<file path="src/rtl/brs_pkg.sv">
package brs_pkg;

  typedef enum logic [2:0] {
    BT_COND     = 3'd0,
    BT_CALL_REL = 3'd1,
    BT_CALL_IND = 3'd2,
    BT_RET      = 3'd3,
    BT_JMP_IND  = 3'd4,
    BT_JMP_REL  = 3'd5,
    BT_FAR      = 3'd6
  } br_kind_e;

  localparam int SEL_W       = 10;
  localparam int SB_KERN     = 0;
  localparam int SB_USER     = 1;
  localparam int SB_COND     = 2;
  localparam int SB_CALL_REL = 3;
  localparam int SB_CALL_IND = 4;
  localparam int SB_RET      = 5;
  localparam int SB_JMP_IND  = 6;
  localparam int SB_JMP_REL  = 7;
  localparam int SB_FAR      = 8;
  localparam int SB_CSTACK   = 9;

  localparam int CTRL_W    = 3;
  localparam int CB_EN     = 0;
  localparam int CB_FRZ_EN = 1;
  localparam int CB_FROZEN = 2;

  localparam int RA_SEL  = 0;
  localparam int RA_CTRL = 1;
  localparam int RA_TOS  = 2;

endpackage

</file>
<file path="src/rtl/brs_ctrl.sv">
module brs_ctrl
  import brs_pkg::*;
(
  input  logic              clk,
  input  logic              rst_n,
  input  logic              wr_sel,
  input  logic              wr_ctrl,
  input  logic [SEL_W-1:0]  wdata,
  input  logic              pmi,
  output logic [SEL_W-1:0]  sel_q,
  output logic [CTRL_W-1:0] ctrl_q
);

  logic [SEL_W-1:0]  sel_d;
  logic [CTRL_W-1:0] ctrl_d;
  logic              sel_ce, ctrl_ce, frz_set;

  assign frz_set = pmi & ctrl_q[CB_FRZ_EN];
  assign sel_ce  = wr_sel;
  assign ctrl_ce = wr_ctrl | frz_set;

  always_comb begin
    sel_d = wdata;
    ctrl_d = ctrl_q;
    if (wr_ctrl) ctrl_d = wdata[CTRL_W-1:0];
    if (frz_set) ctrl_d[CB_FROZEN] = 1'b1;
  end

  always_ff @(posedge clk or negedge rst_n) begin
    if (!rst_n) begin
      sel_q  <= '0;
      ctrl_q <= '0;
    end else begin
      if (sel_ce)  sel_q  <= sel_d;
      if (ctrl_ce) ctrl_q <= ctrl_d;
    end
  end

endmodule

</file>
<file path="src/rtl/brs_filter.sv">
module brs_filter
  import brs_pkg::*;
(
  input  logic              br_valid,
  input  logic [2:0]        br_type,
  input  logic              br_kern,
  input  logic              pmi,
  input  logic [SEL_W-1:0]  sel,
  input  logic [CTRL_W-1:0] ctrl,
  output logic              rec_push,
  output logic              rec_pop
);

  logic halt, type_sup, priv_sup, take;

  always_comb begin
    case (br_type)
      BT_COND:     type_sup = sel[SB_COND];
      BT_CALL_REL: type_sup = sel[SB_CALL_REL];
      BT_CALL_IND: type_sup = sel[SB_CALL_IND];
      BT_RET:      type_sup = sel[SB_RET];
      BT_JMP_IND:  type_sup = sel[SB_JMP_IND];
      BT_JMP_REL:  type_sup = sel[SB_JMP_REL];
      BT_FAR:      type_sup = sel[SB_FAR];
      default:     type_sup = 1'b1;
    endcase
  end

  assign halt     = ~ctrl[CB_EN] | ctrl[CB_FROZEN] | (pmi & ctrl[CB_FRZ_EN]);
  assign priv_sup = br_kern ? sel[SB_KERN] : sel[SB_USER];
  assign take     = br_valid & ~halt & ~type_sup & ~priv_sup;
  assign rec_pop  = take & sel[SB_CSTACK] & (br_type == BT_RET);
  assign rec_push = take & ~rec_pop;

endmodule

</file>
<file path="src/rtl/brs_store.sv">
module brs_store #(
  parameter int DEPTH = 16,
  parameter int AW    = 32,
  localparam int IW   = $clog2(DEPTH),
  localparam int CW   = $clog2(DEPTH + 1)
) (
  input  logic          clk,
  input  logic          rst_n,
  input  logic          push,
  input  logic          pop,
  input  logic [AW-1:0] br_from,
  input  logic [AW-1:0] br_to,
  input  logic [IW-1:0] rd_idx,
  output logic [IW-1:0] tos_q,
  output logic [CW-1:0] cnt_q,
  output logic [AW-1:0] rd_from,
  output logic [AW-1:0] rd_to
);

  localparam logic [CW-1:0] CNT_MAX = CW'(DEPTH);

  logic [DEPTH-1:0][AW-1:0] from_q, from_d, to_q, to_d;
  logic [IW-1:0] tos_d, tos_inc, tos_dec;
  logic [CW-1:0] cnt_d;
  logic          pop_ok, ce;

  assign pop_ok  = pop & (cnt_q != '0);
  assign ce      = push | pop_ok;
  assign tos_inc = tos_q + 1'b1;
  assign tos_dec = tos_q - 1'b1;

  always_comb begin
    from_d = from_q;
    to_d   = to_q;
    tos_d  = tos_q;
    cnt_d  = cnt_q;
    if (push) begin
      from_d[tos_inc] = br_from;
      to_d[tos_inc]   = br_to;
      tos_d           = tos_inc;
      if (cnt_q != CNT_MAX) cnt_d = cnt_q + 1'b1;
    end else if (pop_ok) begin
      from_d[tos_q] = '0;
      to_d[tos_q]   = '0;
      tos_d         = tos_dec;
      cnt_d         = cnt_q - 1'b1;
    end
  end

  always_ff @(posedge clk or negedge rst_n) begin
    if (!rst_n) begin
      from_q <= '0;
      to_q   <= '0;
      tos_q  <= '0;
      cnt_q  <= '0;
    end else if (ce) begin
      from_q <= from_d;
      to_q   <= to_d;
      tos_q  <= tos_d;
      cnt_q  <= cnt_d;
    end
  end

  assign rd_from = from_q[rd_idx];
  assign rd_to   = to_q[rd_idx];

endmodule

</file>
<file path="src/rtl/brs_top.sv">
module brs_top
  import brs_pkg::*;
#(
  parameter int DEPTH = 16,
  parameter int AW    = 32,
  localparam int IW   = $clog2(DEPTH),
  localparam int CW   = $clog2(DEPTH + 1),
  localparam int RA_W = IW + 2
) (
  input  logic            clk,
  input  logic            rst_n,
  input  logic            br_valid,
  input  logic [2:0]      br_type,
  input  logic            br_kern,
  input  logic [AW-1:0]   br_from,
  input  logic [AW-1:0]   br_to,
  input  logic            pmi,
  input  logic            reg_we,
  input  logic [RA_W-1:0] reg_addr,
  input  logic [SEL_W-1:0] reg_wdata,
  output logic [AW-1:0]   reg_rdata
);

  logic [1:0] rst_sync;
  logic       rst_s_n;

  always_ff @(posedge clk or negedge rst_n) begin
    if (!rst_n) rst_sync <= 2'b00;
    else        rst_sync <= {rst_sync[0], 1'b1};
  end
  assign rst_s_n = rst_sync[1];

  logic              is_entry, wr_sel, wr_ctrl, do_push, do_pop;
  logic [SEL_W-1:0]  sel_q;
  logic [CTRL_W-1:0] ctrl_q;
  logic [IW-1:0]     tos_q;
  logic [CW-1:0]     cnt_q;
  logic [AW-1:0]     rd_from, rd_to;

  assign is_entry = reg_addr[RA_W-1];
  assign wr_sel   = reg_we & (reg_addr == RA_W'(RA_SEL));
  assign wr_ctrl  = reg_we & (reg_addr == RA_W'(RA_CTRL));

  brs_ctrl u_ctrl (
    .clk    (clk),
    .rst_n  (rst_s_n),
    .wr_sel (wr_sel),
    .wr_ctrl(wr_ctrl),
    .wdata  (reg_wdata),
    .pmi    (pmi),
    .sel_q  (sel_q),
    .ctrl_q (ctrl_q)
  );

  brs_filter u_filt (
    .br_valid(br_valid),
    .br_type (br_type),
    .br_kern (br_kern),
    .pmi     (pmi),
    .sel     (sel_q),
    .ctrl    (ctrl_q),
    .rec_push(do_push),
    .rec_pop (do_pop)
  );

  brs_store #(.DEPTH(DEPTH), .AW(AW)) u_store (
    .clk    (clk),
    .rst_n  (rst_s_n),
    .push   (do_push),
    .pop    (do_pop),
    .br_from(br_from),
    .br_to  (br_to),
    .rd_idx (reg_addr[IW:1]),
    .tos_q  (tos_q),
    .cnt_q  (cnt_q),
    .rd_from(rd_from),
    .rd_to  (rd_to)
  );

  always_comb begin
    reg_rdata = '0;
    if (is_entry) begin
      reg_rdata = reg_addr[0] ? rd_to : rd_from;
    end else begin
      case (reg_addr)
        RA_W'(RA_SEL):  reg_rdata[SEL_W-1:0]  = sel_q;
        RA_W'(RA_CTRL): reg_rdata[CTRL_W-1:0] = ctrl_q;
        RA_W'(RA_TOS):  reg_rdata[IW-1:0]     = tos_q;
        default:        reg_rdata = '0;
      endcase
    end
  end

endmodule

</file>
<file path="config.mk">
export PLATFORM = sky130hd
export DESIGN_NAME = brs_top
export DESIGN_NICKNAME = d
export VERILOG_FILES = /design/src/rtl/brs_pkg.sv /design/src/rtl/brs_ctrl.sv /design/src/rtl/brs_filter.sv /design/src/rtl/brs_store.sv /design/src/rtl/brs_top.sv
export SDC_FILE = /design/constraint.sdc
export NUM_CORES = 1
export LEC_CHECK = 0
export BUFFER_PORTS_ARGS = -buffer_cell sky130_fd_sc_hd__buf_2
export CAP_MARGIN = 10
export CELL_PAD_IN_SITES_DETAIL_PLACEMENT = 1
export CELL_PAD_IN_SITES_GLOBAL_PLACEMENT = 1
export CORE_MARGIN = 2
export CORE_UTILIZATION = 45
export DETAILED_ROUTE_END_ITERATION = 8
export PLACE_DENSITY = 0.81
export SYNTH_ARGS = -nofsm -noshare
export SYNTH_HDL_FRONTEND = slang
export SYNTH_SLANG_ARGS = --single-unit
export TNS_END_PERCENT = 100
</file>
<file path="constraint.sdc">
create_clock -name clk -period 29.9 [get_ports clk]
set_input_delay 5.98 -clock clk [delete_from_list [all_inputs] [get_ports clk]]
set_output_delay 5.98 -clock clk [all_outputs]
set_load 0.1 [all_outputs]
</file>
After elaboration in Yosys (flattened, before gate mapping). Cells that the tools add are included.

Register bits after elaboration: 1048. RAM bits: 0. Bits in latches: 0. Bits of input ports: 89. Output and inout port bits: 32. ROM bits: 0. Word-level logic and storage cells: 118. Memories kept: 0.

Div/mod/pow operators: 0. Bitwise logic cells: 22. Add/subtract/negate cells: 4. Equal/unequal tests: 10. Mux-type cells: 28. Magnitude comparators: 5. Shift-type cells: 0. Reductions and logical operators: 11. Multiply operators: 0.

Operators with widths (number): 512-bit two-way mux (4); 512-bit AND (2); 512-bit bitwise mux (2); 512-bit inverter (1); 32-bit binary-select mux with 4-bit select (2); 32-bit demux with 4-bit select (2); 32-bit two-way mux (6); 4-bit by 5-bit < comparator with 1-bit output (second input constant) (3); 5-bit two-way mux (3); 1-bit AND (10); 3-bit equality test (second input constant) (3); 3-bit one-hot mux with 3 select lines (1); 4-bit by 1-bit >= comparator with 1-bit output (second input constant) (2); 4-bit two-way mux (2); 1-bit one-hot mux with 7 select lines (1); 3-bit by 2-bit equality test with 1-bit output (second input constant) (2); 6-bit by 1-bit equality test with 1-bit output (second input constant) (1); 6-bit by 2-bit equality test with 1-bit output (second input constant) (1); 6-bit logical NOT (1); 6-bit two-way mux (1); 2-bit AND reduction (3); 5-bit by 1-bit adder with 5-bit output (second input constant) (1); 5-bit != test (second input constant) (1); 1-bit inverter (5); 14 further kinds (20).

Depth between registers and ports, before layout.
Word-level depth: 13. Mapped depth: 13. Mapped depth without buffers: 11.

Cells and area by module. A second synthesis with hierarchy kept.

Cells, all modules: 4215. Area total of the unflattened synthesis: 52345.2 um^2.

Modules (own cells, without submodules): brs_store (instances 1, area an instance 50901.3 um^2, sequential area each 25849.8 um^2, cells each 4079); brs_top (instances 1, area an instance 792.0 um^2, sequential area each 50.0 um^2, cells each 93); brs_ctrl (instances 1, area an instance 525.5 um^2, sequential area each 325.3 um^2, cells each 28); brs_filter (instances 1, area an instance 126.4 um^2, sequential area each 0.0 um^2, cells each 15).

Least setup slack after synthesis. No wires, ideal clock.

Path type: in2out. Start: input reg_addr[1]. End: output reg_rdata[1]. Stages: 7. Slack: 14.750 ns. Data arrival time: 9.170 ns. Data required time: 23.920 ns. Buffers on the path: 4. Path through: buf_2 buf_6 buf_2 buf_2 nor2b_1 a21oi_1 o21ai_0.

Longest elaborated chain between the ends: 4. Elaborated cells between the ends (all ways): 10. Those cells by class: eq/ne: 2; mux: 7; reduce/logical: 1.

Ends and longest elaborated chain: start: declaration (line brs_top.sv:19) `input logic [RA_W-1:0] reg_addr,`; 32-bit binary-select mux with 4-bit select, on equally long branches (line brs_store.sv:64, brs_store.sv:65); 32-bit two-way mux, on equally long branches (line brs_store.sv:64, brs_store.sv:65); 32-bit two-way mux (line brs_top.sv:83) `reg_rdata = reg_addr[0] ? rd_to : rd_from;`; 32-bit two-way mux * (line brs_top.sv:82) `if (is_entry) begin`; end: declaration (line brs_top.sv:21) `output logic [AW-1:0] reg_rdata`.

Every way passes the cells marked *; elsewhere a longest branch is shown, timed or not. The select of a mux whose other input is x is not followed.

Worst setup path in the final report.
Start: input reg_addr[2]. End: output reg_rdata[16].

Longest elaborated chain between the ends: 4. Elaborated cells between the ends (all ways): 6. Those cells by class: mux: 6.

Ends and longest elaborated chain (line): 32-bit binary-select mux with 4-bit select, on equally long branches (brs_store.sv:64, brs_store.sv:65); 32-bit two-way mux, on equally long branches (brs_store.sv:64, brs_store.sv:65); 32-bit two-way mux * (brs_top.sv:83); 32-bit two-way mux * (brs_top.sv:82).

Marked as above.

==> impl_metrics.env <==
export IMPL_crit_fanout=102
export IMPL_period_needed_ns=16.06
export IMPL_whs_endpoint="rst_sync[1]$_DFF_PN0_"
export IMPL_area_growth_pct=7.82
export IMPL_slew_headroom_pct=17.7
export IMPL_ys_ff_latch=1048
export IMPL_syn_nets=3316
export IMPL_worst_slew_pin_slew_ns=1.23
export IMPL_total_power_w=0.00356
export IMPL_cellPowerDensity_mw_per_mm2=68.7
export IMPL_syn_avg_cell_area_um2=15.0
export IMPL_fmax_ghz=0.0623
export IMPL_initial_utilization_pct=45.5
export IMPL_die_area_mm2=0.110
export IMPL_synthCells=3215
export IMPL_clk_latency_ns=0.70
export IMPL_status="complete, no violations"
export IMPL_grt_overflow_total=0
export IMPL_hold_buffers=0
export IMPL_slowest_stage="buf_4"
export IMPL_rsz0062_at_grt="no"
export IMPL_cts_made_buffers=106
export IMPL_cap_violations=0
export IMPL_drt_iter0_markers=4736
export IMPL_hold_class="reg -> reg"
export IMPL_hold_viol_final=0
export IMPL_vias=34500
export IMPL_grt_util_all_layers_pct=29.1
export IMPL_seq_area_mm2=0.0262
export IMPL_grt_pass1_vias=36200
export IMPL_ys_seq_area_share_pct=54.5
export IMPL_slowest_delay_ns=0.87
export IMPL_p_clk_share_pct=37.9
export IMPL_worst_r2r_cell_count=7
export IMPL_finalSetupViolCount=0
export IMPL_syn_cell_area_mm2=0.0481
export IMPL_place_congestion=0.793
export IMPL_clock_sinks=1048
export IMPL_p_leak_nw=21.9
export IMPL_routedWlPerCell_um=36.2
export IMPL_clockBufferDepth=3
export IMPL_worstPathCellList="buf_8, buf_4, buf_4, mux4_2, mux4_2, a22o_1, buf_2"
export IMPL_synth_top_area_share_pct=54.5
export IMPL_drive_gt1_share_pct=23.2
export IMPL_core_mm2=0.106
export IMPL_worst_clock_skew_ns=0.0183
export IMPL_vdd_drop_max_mv=0.0733
export IMPL_clkTransAtPathRegs_ns=0.06
export IMPL_yosysMostFrequentCell="dfrtp_1"
export IMPL_arrival_ns=10.08
export IMPL_synth_area_leaders="dfrtp_1 (55%), a32o_1 (21%), mux4_2 (14%)"
export IMPL_drtAntennaViolNets=0
export IMPL_combinationalPowerShare_pct=17.7
export IMPL_whs_path_depth=0
export IMPL_finalSetupTns_ns=0
export IMPL_yosysUniqueCellTypes=59
export IMPL_cts_tree="built"
export IMPL_grt_pass1_wl_um=240000
export IMPL_synth_edf_count=0
export IMPL_dp_hpwl_um=82700
export IMPL_post_cts_setup_buffers=0
export IMPL_r2r_slack_ns=24.94
export IMPL_ys_top_cells_by_count="dfrtp_1 (1,048), a32o_1 (1,026), mux4_2 (299)"
export IMPL_ys_flop_type="dfrtp_1"
export IMPL_cts_root_buffer="clkbuf_16"
export IMPL_rows=119
export IMPL_end_kind="primary output"
export IMPL_cp_data_required_time_ns=23.92
export IMPL_antenna_found_initial=28
export IMPL_hold_slack_ns=0.351
export IMPL_start_kind="input pin"
export IMPL_p_int_w=0.00245
export IMPL_multi_input_area_mm2=0.0192
export IMPL_die_y_um=331
export IMPL_r2r_start="u_store.tos_q[1]$_DFFE_PN0P_"
export IMPL_holdCritStartpoint="rst_sync[0]$_DFF_PN0_"
export IMPL_drc_errors=0
export IMPL_fillers=10100
export IMPL_yosysWarnings=0
export IMPL_rr_endpoint="u_store.to_q[25]$_DFFE_PN0P_"
export IMPL_post_cts_resize_count=0
export IMPL_p_switching_w=0.00112
export IMPL_fin_crit_sh_pct=53.7
export IMPL_seq_power_share_pct=44.4
export IMPL_grt_max_degree=192
export IMPL_yosys_area_top_type="dfrtp_1"
export IMPL_netSwitchingFraction_pct=31.3
export IMPL_final_max_slew_viol_count=0
export IMPL_htree_num_levels=3
export IMPL_portBuffers=120
export IMPL_viasPerCell=7.78
export IMPL_first_pass_iters=6
export IMPL_routed_wl_um=161000
export IMPL_fin_nets=3052
export IMPL_die_width_um=331
export IMPL_ys_async_sr_fraction_pct=100
export IMPL_io_pins=121
export IMPL_crit_type="in -> out"
-- power groups by stage --
| stage | registers, W | clock network [W] | logic [W] |
|---|---|---|---|
| 2_1_floorplan | 0.00159 | 0 | 0.000411 |
| 3_3_place_gp | 0.00159 | 0 | 0.000604 |
| 3_5_place_dp | 0.00160 | 0 | 0.000616 |
| 4_1_cts | 0.00158 | 0.00135 | 0.000619 |
| 5_1_grt | 0.00159 | 0.00141 | 0.000657 |
| 6_report | 0.00158 | 0.00135 | 0.000630 |
-- area by class of cell --
cell class	instances	area share [%]
timing repair buffer	181	2.19
inverter	8	0.0579
tap	1391	3.36
clock inverter	35	0.630
clock buffer	155	6.08
antenna	13	0.0627
sequential	1048	50.6
multi-input combinational	1606	37.0
-- cell usage in the layout (no fill, tap or decap), types with 11 or more instances in the layout --
cell type  count
dfrtp_1     1047
a32o_1      1026
mux4_2       299
buf_2        116
clkbuf_16    109
buf_4         58
a22o_1        28
mux2i_1       27
nand2_1       25
clkbuf_8      25
clkinv_2      21
clkbuf_1      21
nor2_1        20
o21ai_0       18
mux2_2        15
a21oi_1       14
diode_2       13
nand3_1       12
ha_1          11
-- state kept, by name, indices dropped and copies added (netlist names) --
register / flops
u_store.from_q: 512
u_store.to_q: 512
u_ctrl.sel_q: 10
u_store.cnt_q: 5
u_store.tos_q: 4
u_ctrl.ctrl_q: 3
rst_sync: 2
-- layer usage --
metal  vias to the layer above  track usage (%)  share of wire (%)
met4                         6             12.1                4.0
met3                       431             6.54                9.9
met1                     18900             38.9                 38
li1                      13000                -                  -
met5                         -                0              0.027
met2                      2174             46.2                 48
-- logic make-up after synthesis --
| logic type | Yosys count | share of synthesized area [%] |
|---|---|---|
| AOI/OAI and AO/OA | 1135 | 23.0 |
| DFF | 1048 | 54.5 |
| buffers and inverters | 561 | 5.79 |
| muxes | 342 | 14.9 |
| and+or+nand+nor | 109 | 1.29 |
| adders and majority gates | 12 | 0.328 |
| xor gates and xnor gates | 7 | 0.127 |
| other | 1 | 0.00780 |
-- critical path: cells and delay by family --
family          cells  cell delay [ns]
compound gates      1             0.30
buf+inv             4             2.65
mux                 2             0.99
-- worst max-delay path by stage --
stage | end | slack [ns] | depth (start not counted) | startpoint
after floorplan | u_ctrl.ctrl_q[0]$_DFFE_PN0P_ | 12.90 | 0 | rst_sync[1]$_DFF_PN0_
after CTS | reg_rdata[5] | 13.81 | 9 | reg_addr[1]
after global placement | reg_rdata[4] | 13.90 | 8 | reg_addr[1]
after global routing | reg_rdata[5] | 13.50 | 9 | reg_addr[1]
after detailed placement | reg_rdata[4] | 13.85 | 8 | reg_addr[1]
final | reg_rdata[16] | 13.84 | 7 | reg_addr[2]
-- stage by stage --
step / instance area [µm²] / std cells / worst slack [ns] / utilization, %
5_1_grt: 51800 / 4432 / 13.50 / 49.0
6_report: 51900 / 4437 / 13.84 / 49.1
3_3_place_gp: 48300 / 4234 / 13.90 / 45.7
2_1_floorplan: 48100 / 3215 / 12.90 / -
3_5_place_dp: 48300 / 4234 / 13.85 / 45.7
4_1_cts: 51800 / 4424 / 13.81 / 49.0
Note: power is estimated with default switching activity, not from simulation.
